[src/rtl/itt_pkg.sv]
package itt_pkg;

  typedef enum logic [2:0] {
    OP_PASS,
    OP_PASSCHAR,
    OP_INCR,
    OP_DECR,
    OP_ADDD,
    OP_SUBD,
    OP_CHSEQ,
    OP_FAULT
  } op_e;

  localparam logic [3:0] DSG_F   = 4'b0000;
  localparam logic [3:0] DSG_SD  = 4'b0100;
  localparam logic [3:0] DSG_CI  = 4'b1000;
  localparam logic [3:0] DSG_I   = 4'b1001;
  localparam logic [3:0] DSG_SC  = 4'b1010;
  localparam logic [3:0] DSG_AD  = 4'b1011;
  localparam logic [3:0] DSG_DI  = 4'b1100;
  localparam logic [3:0] DSG_DIC = 4'b1101;
  localparam logic [3:0] DSG_ID  = 4'b1110;
  localparam logic [3:0] DSG_IDC = 4'b1111;

endpackage

[src/rtl/itt_decode.sv]
module itt_decode
  import itt_pkg::*;
(
  input  logic [3:0] dsg,
  output op_e        op
);

  always_comb begin
    case (dsg)
      DSG_I:            op = OP_PASS;
      DSG_CI:           op = OP_PASSCHAR;
      DSG_ID, DSG_IDC:  op = OP_INCR;
      DSG_DI, DSG_DIC:  op = OP_DECR;
      DSG_AD:           op = OP_ADDD;
      DSG_SD:           op = OP_SUBD;
      DSG_SC:           op = OP_CHSEQ;
      default:          op = OP_FAULT;
    endcase
  end

endmodule

[src/rtl/itt_alter.sv]
module itt_alter
  import itt_pkg::*;
#(
  parameter int ADDR_W  = 18,
  parameter int TALLY_W = 12,
  parameter int TAG_W   = 6,
  parameter int CHAR_W  = 3,
  parameter int CHARS   = 6,
  localparam int WORD_W = ADDR_W + TALLY_W + TAG_W
) (
  input  logic [WORD_W-1:0] word_i,
  input  op_e               op,
  output logic [WORD_W-1:0] word_o,
  output logic [ADDR_W-1:0] ea,
  output logic [CHAR_W-1:0] chpos,
  output logic              wr,
  output logic              tro_upd,
  output logic              tro_val,
  output logic              fault
);

  localparam logic [CHAR_W-1:0] LAST_CH = CHAR_W'(CHARS - 1);

  logic [ADDR_W-1:0]  addr, n_addr, delta;
  logic [TALLY_W-1:0] tally, n_tally;
  logic [TAG_W-1:0]   tag, n_tag;
  logic [CHAR_W-1:0]  cur_ch;

  assign addr   = word_i[WORD_W-1 -: ADDR_W];
  assign tally  = word_i[TAG_W +: TALLY_W];
  assign tag    = word_i[TAG_W-1:0];
  assign cur_ch = tag[CHAR_W-1:0];
  assign delta  = ADDR_W'(tag);

  always_comb begin
    n_addr  = addr;
    n_tally = tally;
    n_tag   = tag;
    ea      = addr;
    chpos   = '0;
    wr      = 1'b0;
    tro_upd = 1'b0;
    fault   = 1'b0;
    case (op)
      OP_PASS: ;
      OP_PASSCHAR: chpos = cur_ch;
      OP_INCR: begin
        n_addr  = addr + ADDR_W'(1);
        n_tally = tally - TALLY_W'(1);
        wr = 1'b1; tro_upd = 1'b1;
      end
      OP_DECR: begin
        n_addr  = addr - ADDR_W'(1);
        n_tally = tally + TALLY_W'(1);
        ea = n_addr;
        wr = 1'b1; tro_upd = 1'b1;
      end
      OP_ADDD: begin
        n_addr  = addr + delta;
        n_tally = tally - TALLY_W'(1);
        wr = 1'b1; tro_upd = 1'b1;
      end
      OP_SUBD: begin
        n_addr  = addr - delta;
        n_tally = tally + TALLY_W'(1);
        ea = n_addr;
        wr = 1'b1; tro_upd = 1'b1;
      end
      OP_CHSEQ: begin
        chpos   = cur_ch;
        n_tally = tally - TALLY_W'(1);
        if (cur_ch >= LAST_CH) begin
          n_tag[CHAR_W-1:0] = '0;
          n_addr = addr + ADDR_W'(1);
        end else begin
          n_tag[CHAR_W-1:0] = cur_ch + CHAR_W'(1);
        end
        wr = 1'b1; tro_upd = 1'b1;
      end
      default: begin
        fault = 1'b1;
        ea    = '0;
      end
    endcase
  end

  assign tro_val = tro_upd && (n_tally == '0);
  assign word_o  = {n_addr, n_tally, n_tag};

endmodule

[src/rtl/itt_out_stage.sv]
module itt_out_stage #(
  parameter int PW = 8
) (
  input  logic          clk,
  input  logic          rst_n,
  input  logic          in_valid,
  output logic          in_ready,
  input  logic [PW-1:0] in_data,
  output logic          out_valid,
  input  logic          out_ready,
  output logic [PW-1:0] out_data
);

  assign in_ready = !out_valid || out_ready;

  always_ff @(posedge clk) begin
    if (!rst_n) begin
      out_valid <= 1'b0;
    end else if (in_ready) begin
      out_valid <= in_valid;
    end
  end

  always_ff @(posedge clk) begin
    if (in_valid && in_ready) out_data <= in_data;
  end

endmodule

[src/rtl/itt_word_updater.sv]
module itt_word_updater
  import itt_pkg::*;
#(
  parameter int ADDR_W  = 18,
  parameter int TALLY_W = 12,
  parameter int TAG_W   = 6,
  parameter int CHAR_W  = 3,
  parameter int CHARS   = 6,
  localparam int WORD_W = ADDR_W + TALLY_W + TAG_W
) (
  input  logic              clk,
  input  logic              rst_n,
  input  logic              in_valid,
  output logic              in_ready,
  input  logic [WORD_W-1:0] in_word,
  input  logic [3:0]        in_dsg,
  output logic              out_valid,
  input  logic              out_ready,
  output logic [WORD_W-1:0] out_word,
  output logic [ADDR_W-1:0] out_ea,
  output logic [CHAR_W-1:0] out_char,
  output logic              out_wr,
  output logic              out_tro_upd,
  output logic              out_tro_val,
  output logic              out_fault
);

  localparam int PW = WORD_W + ADDR_W + CHAR_W + 4;

  op_e               op;
  logic [WORD_W-1:0] nx_word;
  logic [ADDR_W-1:0] nx_ea;
  logic [CHAR_W-1:0] nx_ch;
  logic              nx_wr, nx_tu, nx_tv, nx_flt;
  logic [PW-1:0]     pay_in, pay_out;

  itt_decode u_dec (
    .dsg (in_dsg),
    .op  (op)
  );

  itt_alter #(
    .ADDR_W (ADDR_W), .TALLY_W (TALLY_W), .TAG_W (TAG_W),
    .CHAR_W (CHAR_W), .CHARS (CHARS)
  ) u_alt (
    .word_i  (in_word),
    .op      (op),
    .word_o  (nx_word),
    .ea      (nx_ea),
    .chpos   (nx_ch),
    .wr      (nx_wr),
    .tro_upd (nx_tu),
    .tro_val (nx_tv),
    .fault   (nx_flt)
  );

  assign pay_in = {nx_word, nx_ea, nx_ch, nx_wr, nx_tu, nx_tv, nx_flt};

  itt_out_stage #(.PW (PW)) u_out (
    .clk       (clk),
    .rst_n     (rst_n),
    .in_valid  (in_valid),
    .in_ready  (in_ready),
    .in_data   (pay_in),
    .out_valid (out_valid),
    .out_ready (out_ready),
    .out_data  (pay_out)
  );

  assign {out_word, out_ea, out_char, out_wr, out_tro_upd, out_tro_val, out_fault} = pay_out;

  AST_FAULT_NO_WRITE: assert property (@(posedge clk) disable iff (!rst_n)
    out_valid && out_fault |-> !out_wr && !out_tro_upd && (out_ea == '0));

  AST_RUNOUT_MATCH: assert property (@(posedge clk) disable iff (!rst_n)
    out_valid && out_tro_upd |-> out_tro_val == (out_word[TAG_W +: TALLY_W] == '0));

  AST_NOWRITE_NO_FLAG: assert property (@(posedge clk) disable iff (!rst_n)
    out_valid && !out_wr |-> !out_tro_upd && !out_tro_val);

  AST_ACCEPT_LATENCY: assert property (@(posedge clk) disable iff (!rst_n)
    in_valid && in_ready |=> out_valid);

  AST_STALL_HOLD: assert property (@(posedge clk) disable iff (!rst_n)
    out_valid && !out_ready |=> out_valid && $stable(out_word) && $stable(out_ea)
                                && $stable(out_char) && $stable(out_wr));

  AST_STALL_BLOCKS: assert property (@(posedge clk) disable iff (!rst_n)
    out_valid && !out_ready |-> !in_ready);

endmodule

[config.mk]
export PLATFORM = sky130hd
export DESIGN_NAME = itt_word_updater
export DESIGN_NICKNAME = d
export VERILOG_FILES = /design/src/rtl/itt_pkg.sv /design/src/rtl/itt_decode.sv /design/src/rtl/itt_alter.sv /design/src/rtl/itt_out_stage.sv /design/src/rtl/itt_word_updater.sv
export SDC_FILE = /design/constraint.sdc
export NUM_CORES = 1
export LEC_CHECK = 0
export CAP_MARGIN = 20
export CORE_UTILIZATION = 44
export DETAILED_ROUTE_END_ITERATION = 12
export PLACE_DENSITY = 0.69
export SETUP_SLACK_MARGIN = 0.5
export SYNTH_ARGS = -nofsm -noshare
export SYNTH_HDL_FRONTEND = slang
export SYNTH_SLANG_ARGS = --single-unit
[constraint.sdc]
create_clock -name clk -period 6.1 [get_ports clk]
set_clock_uncertainty 0.2 [all_clocks]
set_input_delay 1.22 -clock clk [delete_from_list [all_inputs] [get_ports clk]]
set_output_delay 1.22 -clock clk [all_outputs]
set_load 0.01 [all_outputs]
==> flow_summary.json <==
{
  "run_status": "complete, no violations",
  "static-leakage-power_nw": 2.24,
  "global_route.usage.total": 0.262,
  "cell_type_contributing_the_most_total_cell_area_after_synthesis": "edfxtp_1",
  "cp_data_arrival_time_ns": 4.28,
  "synth_enable_flop_cells": 60,
  "timing.max_slew.rel_slack": 0.289,
  "cts_buffer_depth": 2,
  "cts_sinks": 61,
  "die_footprint_mm2": 0.0116,
  "drive_above_1_share": 0.0523,
  "timing.fmax_ghz": 0.228,
  "post_cts_hold_buffer_count": 0,
  "path_class": "input pin to flop",
  "final-seq-area_mm2": 0.00182,
  "clockRootBuffer": "clkbuf_8",
  "synth.yosys.seq_area_share": 0.370,
  "grt_setup_unrepaired": "no",
  "die_h_um": 108,
  "yosysWarningCount": 0,
  "grt_pass1_vias": 4526,
  "antenna_left": 0,
  "multiInputGateArea_mm2": 0.00282,
  "synthesis.area_mm2": 0.00492,
  "reg2reg_slack_ns": 4.33,
  "min_from": "u_out.out_valid$_SDFFE_PN0N_",
  "grt_start_max_net_pins": 61,
  "row_count": 38,
  "cts_buffers": 9,
  "number_of_register_bits_inferred_by_synthesis": 61,
  "antenna_found_initial": 0,
  "grt.overflow.total": 0,
  "r2r-start": "u_out.out_valid$_SDFFE_PN0N_",
  "synth_top_area_share": 0.366,
  "tritoncts": "yes",
  "worst_min_delay_path_category": "flop to flop",
  "via_per_inst": 6.05,
  "cp-start-kind": "input pin",
  "timing_hold_violations_final": 0,
  "final_cycle_utilization_of_the_critical_path": 0.720,
  "wl_met3_um": 1220,
  "met1_length_um": 6460,
  "syn_inst": 564,
  "worstPathMaxFanout": 17,
  "critPathRequiredTime_ns": 5.98,
  "nFillCells": 997,
  "timing.rr.end": "u_out.out_data[44]$_DFFE_PP_",
  "setup.worst_path.end_class": "flop",
  "post_synth_main_area_contributors": "edfxtp_1, nand2_1, ha_1",
  "drc": 0,
  "num_antenna_cells": 0,
  "tns_ns": 0,
  "postCtsSetupBuffers": 0,
  "synth_area_per_cell_um2": 8.73,
  "final_nets": 710,
  "power_density_over_the_cells_mw_per_mm2": 188,
  "cts.htree.levels": 3,
  "cts.clk_slew.worst_paths_ns": 0.06,
  "syn_to_final_growth_pct": 25.1,
  "postSynth.asyncResetShare": 0,
  "first_pass_iters": 5,
  "post_cts_resize_count": 0,
  "die_x_um": 108,
  "clock_insertion_delay_worst_skew_ns": 0.34,
  "post-route-min-period_ns": 4.39,
  "synth_nets": 629,
  "worstHoldPathCells": 2,
  "synth_flop_cell": "edfxtp_1",
  "hold_end": "u_out.out_valid$_SDFFE_PN0N_",
  "number_of_cells_on_the_worst_reg_to_reg_path": 3,
  "maxCapViolations": 0,
  "peakVddDrop_v": 0.0000959,
  "grt_first_pass_wirelength_um": 23300,
  "placeableCoreArea_mm2": 0.0109,
  "floorplan.initialDensity": 0.452,
  "timing.final.max_slew_violations": 0,
  "yosys.cell_types.count": 77,
  "io-pin-count": 107,
  "routed-via-count": 4782,
  "port_buffers": 106,
  "wl_per_cell_um": 18.5,
  "gp_routability_congestion": 0.904,
  "highest_layer": "met4",
  "detailed_place_hpwl_um": 10700,
  "met2_routed_wl_um": 6540,
  "totalWireLength_um": 14600,
  "drt_first_iter_violations": 299,
  "timing.final.setup_violations": 0,
  "worst_margin_pin_slew_ns": 1.06,
  "power.total_mw": 1.16
}
-- power breakdown --
part | internal, mW | total [mW] | leakage, nW | switching (mW)
Combinational | 0.154 | 0.345 | 1.56 | 0.192
Sequential | 0.504 | 0.513 | 0.597 | 0.00913
Clock | 0.146 | 0.301 | 0.0812 | 0.155
-- stage by stage --
stage          hold WS [ns]  setup WS, ns  std cells  utilization  area (um^2)
6_report              0.350          1.71        790        0.566         6160
4_1_cts               0.357          1.78        790        0.566         6160
5_1_grt               0.402          1.41        790        0.566         6160
3_3_place_gp          0.310          1.48        774        0.551         6000
3_5_place_dp          0.347          1.40        774        0.551         6000
2_1_floorplan         0.410          2.38        564            -         4920
-- registers in the layout, indices dropped and copies added (netlist names) --
| signal | flops |
|---|---|
| u_out.out_data | 60 |
| u_out.out_valid | 1 |
-- worst max-delay path, stage by stage --
cell and delay (ns):
clkdlybuf4s50_1 0.90, o22ai_1 0.18, buf_4 0.22, inv_1 0.42
nand2_1 0.48, a21oi_1 0.28, nor4b_1 0.33, nand2_1 0.09
o2bb2ai_1 0.14
-- cell type report --
type	instances	share of cell area
flip-flops and latches	61	0.296
inverters	24	0.0146
well taps	140	0.0284
multi-input cells	438	0.458
clock inverters	3	0.00244
repair buffers	111	0.178
clock buffers	13	0.0226
-- how the worst max path moves through the flow --
| stage | start | to | slack [ns] | cells past startpoint |
|---|---|---|---|---|
| 3_3_place_gp | in_dsg[3] | u_out.out_data[51]$_DFFE_PP_ | 1.48 | 9 |
| 6_report | in_dsg[3] | u_out.out_data[51]$_DFFE_PP_ | 1.71 | 9 |
| 3_5_place_dp | in_dsg[3] | u_out.out_data[51]$_DFFE_PP_ | 1.40 | 9 |
| 2_1_floorplan | in_dsg[3] | u_out.out_data[1]$_DFFE_PP_ | 2.38 | 13 |
| 4_1_cts | in_dsg[3] | u_out.out_data[51]$_DFFE_PP_ | 1.78 | 9 |
| 5_1_grt | in_dsg[3] | u_out.out_data[51]$_DFFE_PP_ | 1.41 | 9 |
-- cell usage after synthesis, types with 8 or more instances --
master	instances
o21ai_0	35
nand2_1	64
and2_1	13
ha_1	19
edfxtp_1	60
nand3_1	19
xnor2_1	18
nand2b_1	12
clkbuf_1	19
a31oi_1	9
nor3_1	17
a21oi_1	36
o22ai_1	8
and3_1	9
buf_2	15
inv_1	23
nor2_1	41
-- logic make-up (layout without fill, tap and decap cells) --
logic type / count (synthesis) / count (layout) / synth area share
buf+inv: 65 / 151 / 0.0574
xor+xnor: 24 / 24 / 0.0427
simple gates: 221 / 221 / 0.232
mux: 5 / 5 / 0.0127
flops: 61 / 61 / 0.370
fa+ha+maj: 21 / 21 / 0.0564
compound gates: 167 / 167 / 0.229
-- cell usage in the layout, fill, tap and decap left out, drive strengths merged, types with 19 or more instances in the layout --
cell / count
nor2: 42
edfxtp: 60
clkdlybuf4s50: 106
inv: 24
a21oi: 37
nand3: 19
nand2: 65
ha: 19
o21ai: 38
-- metal layers --
metal  GRT usage  up-vias
met4       0.130        0
met1       0.358     2231
met5           0        -
met2       0.395      242
li1            -     2272
met3      0.0484       37
Note: power is estimated with default switching activity, not from simulation.
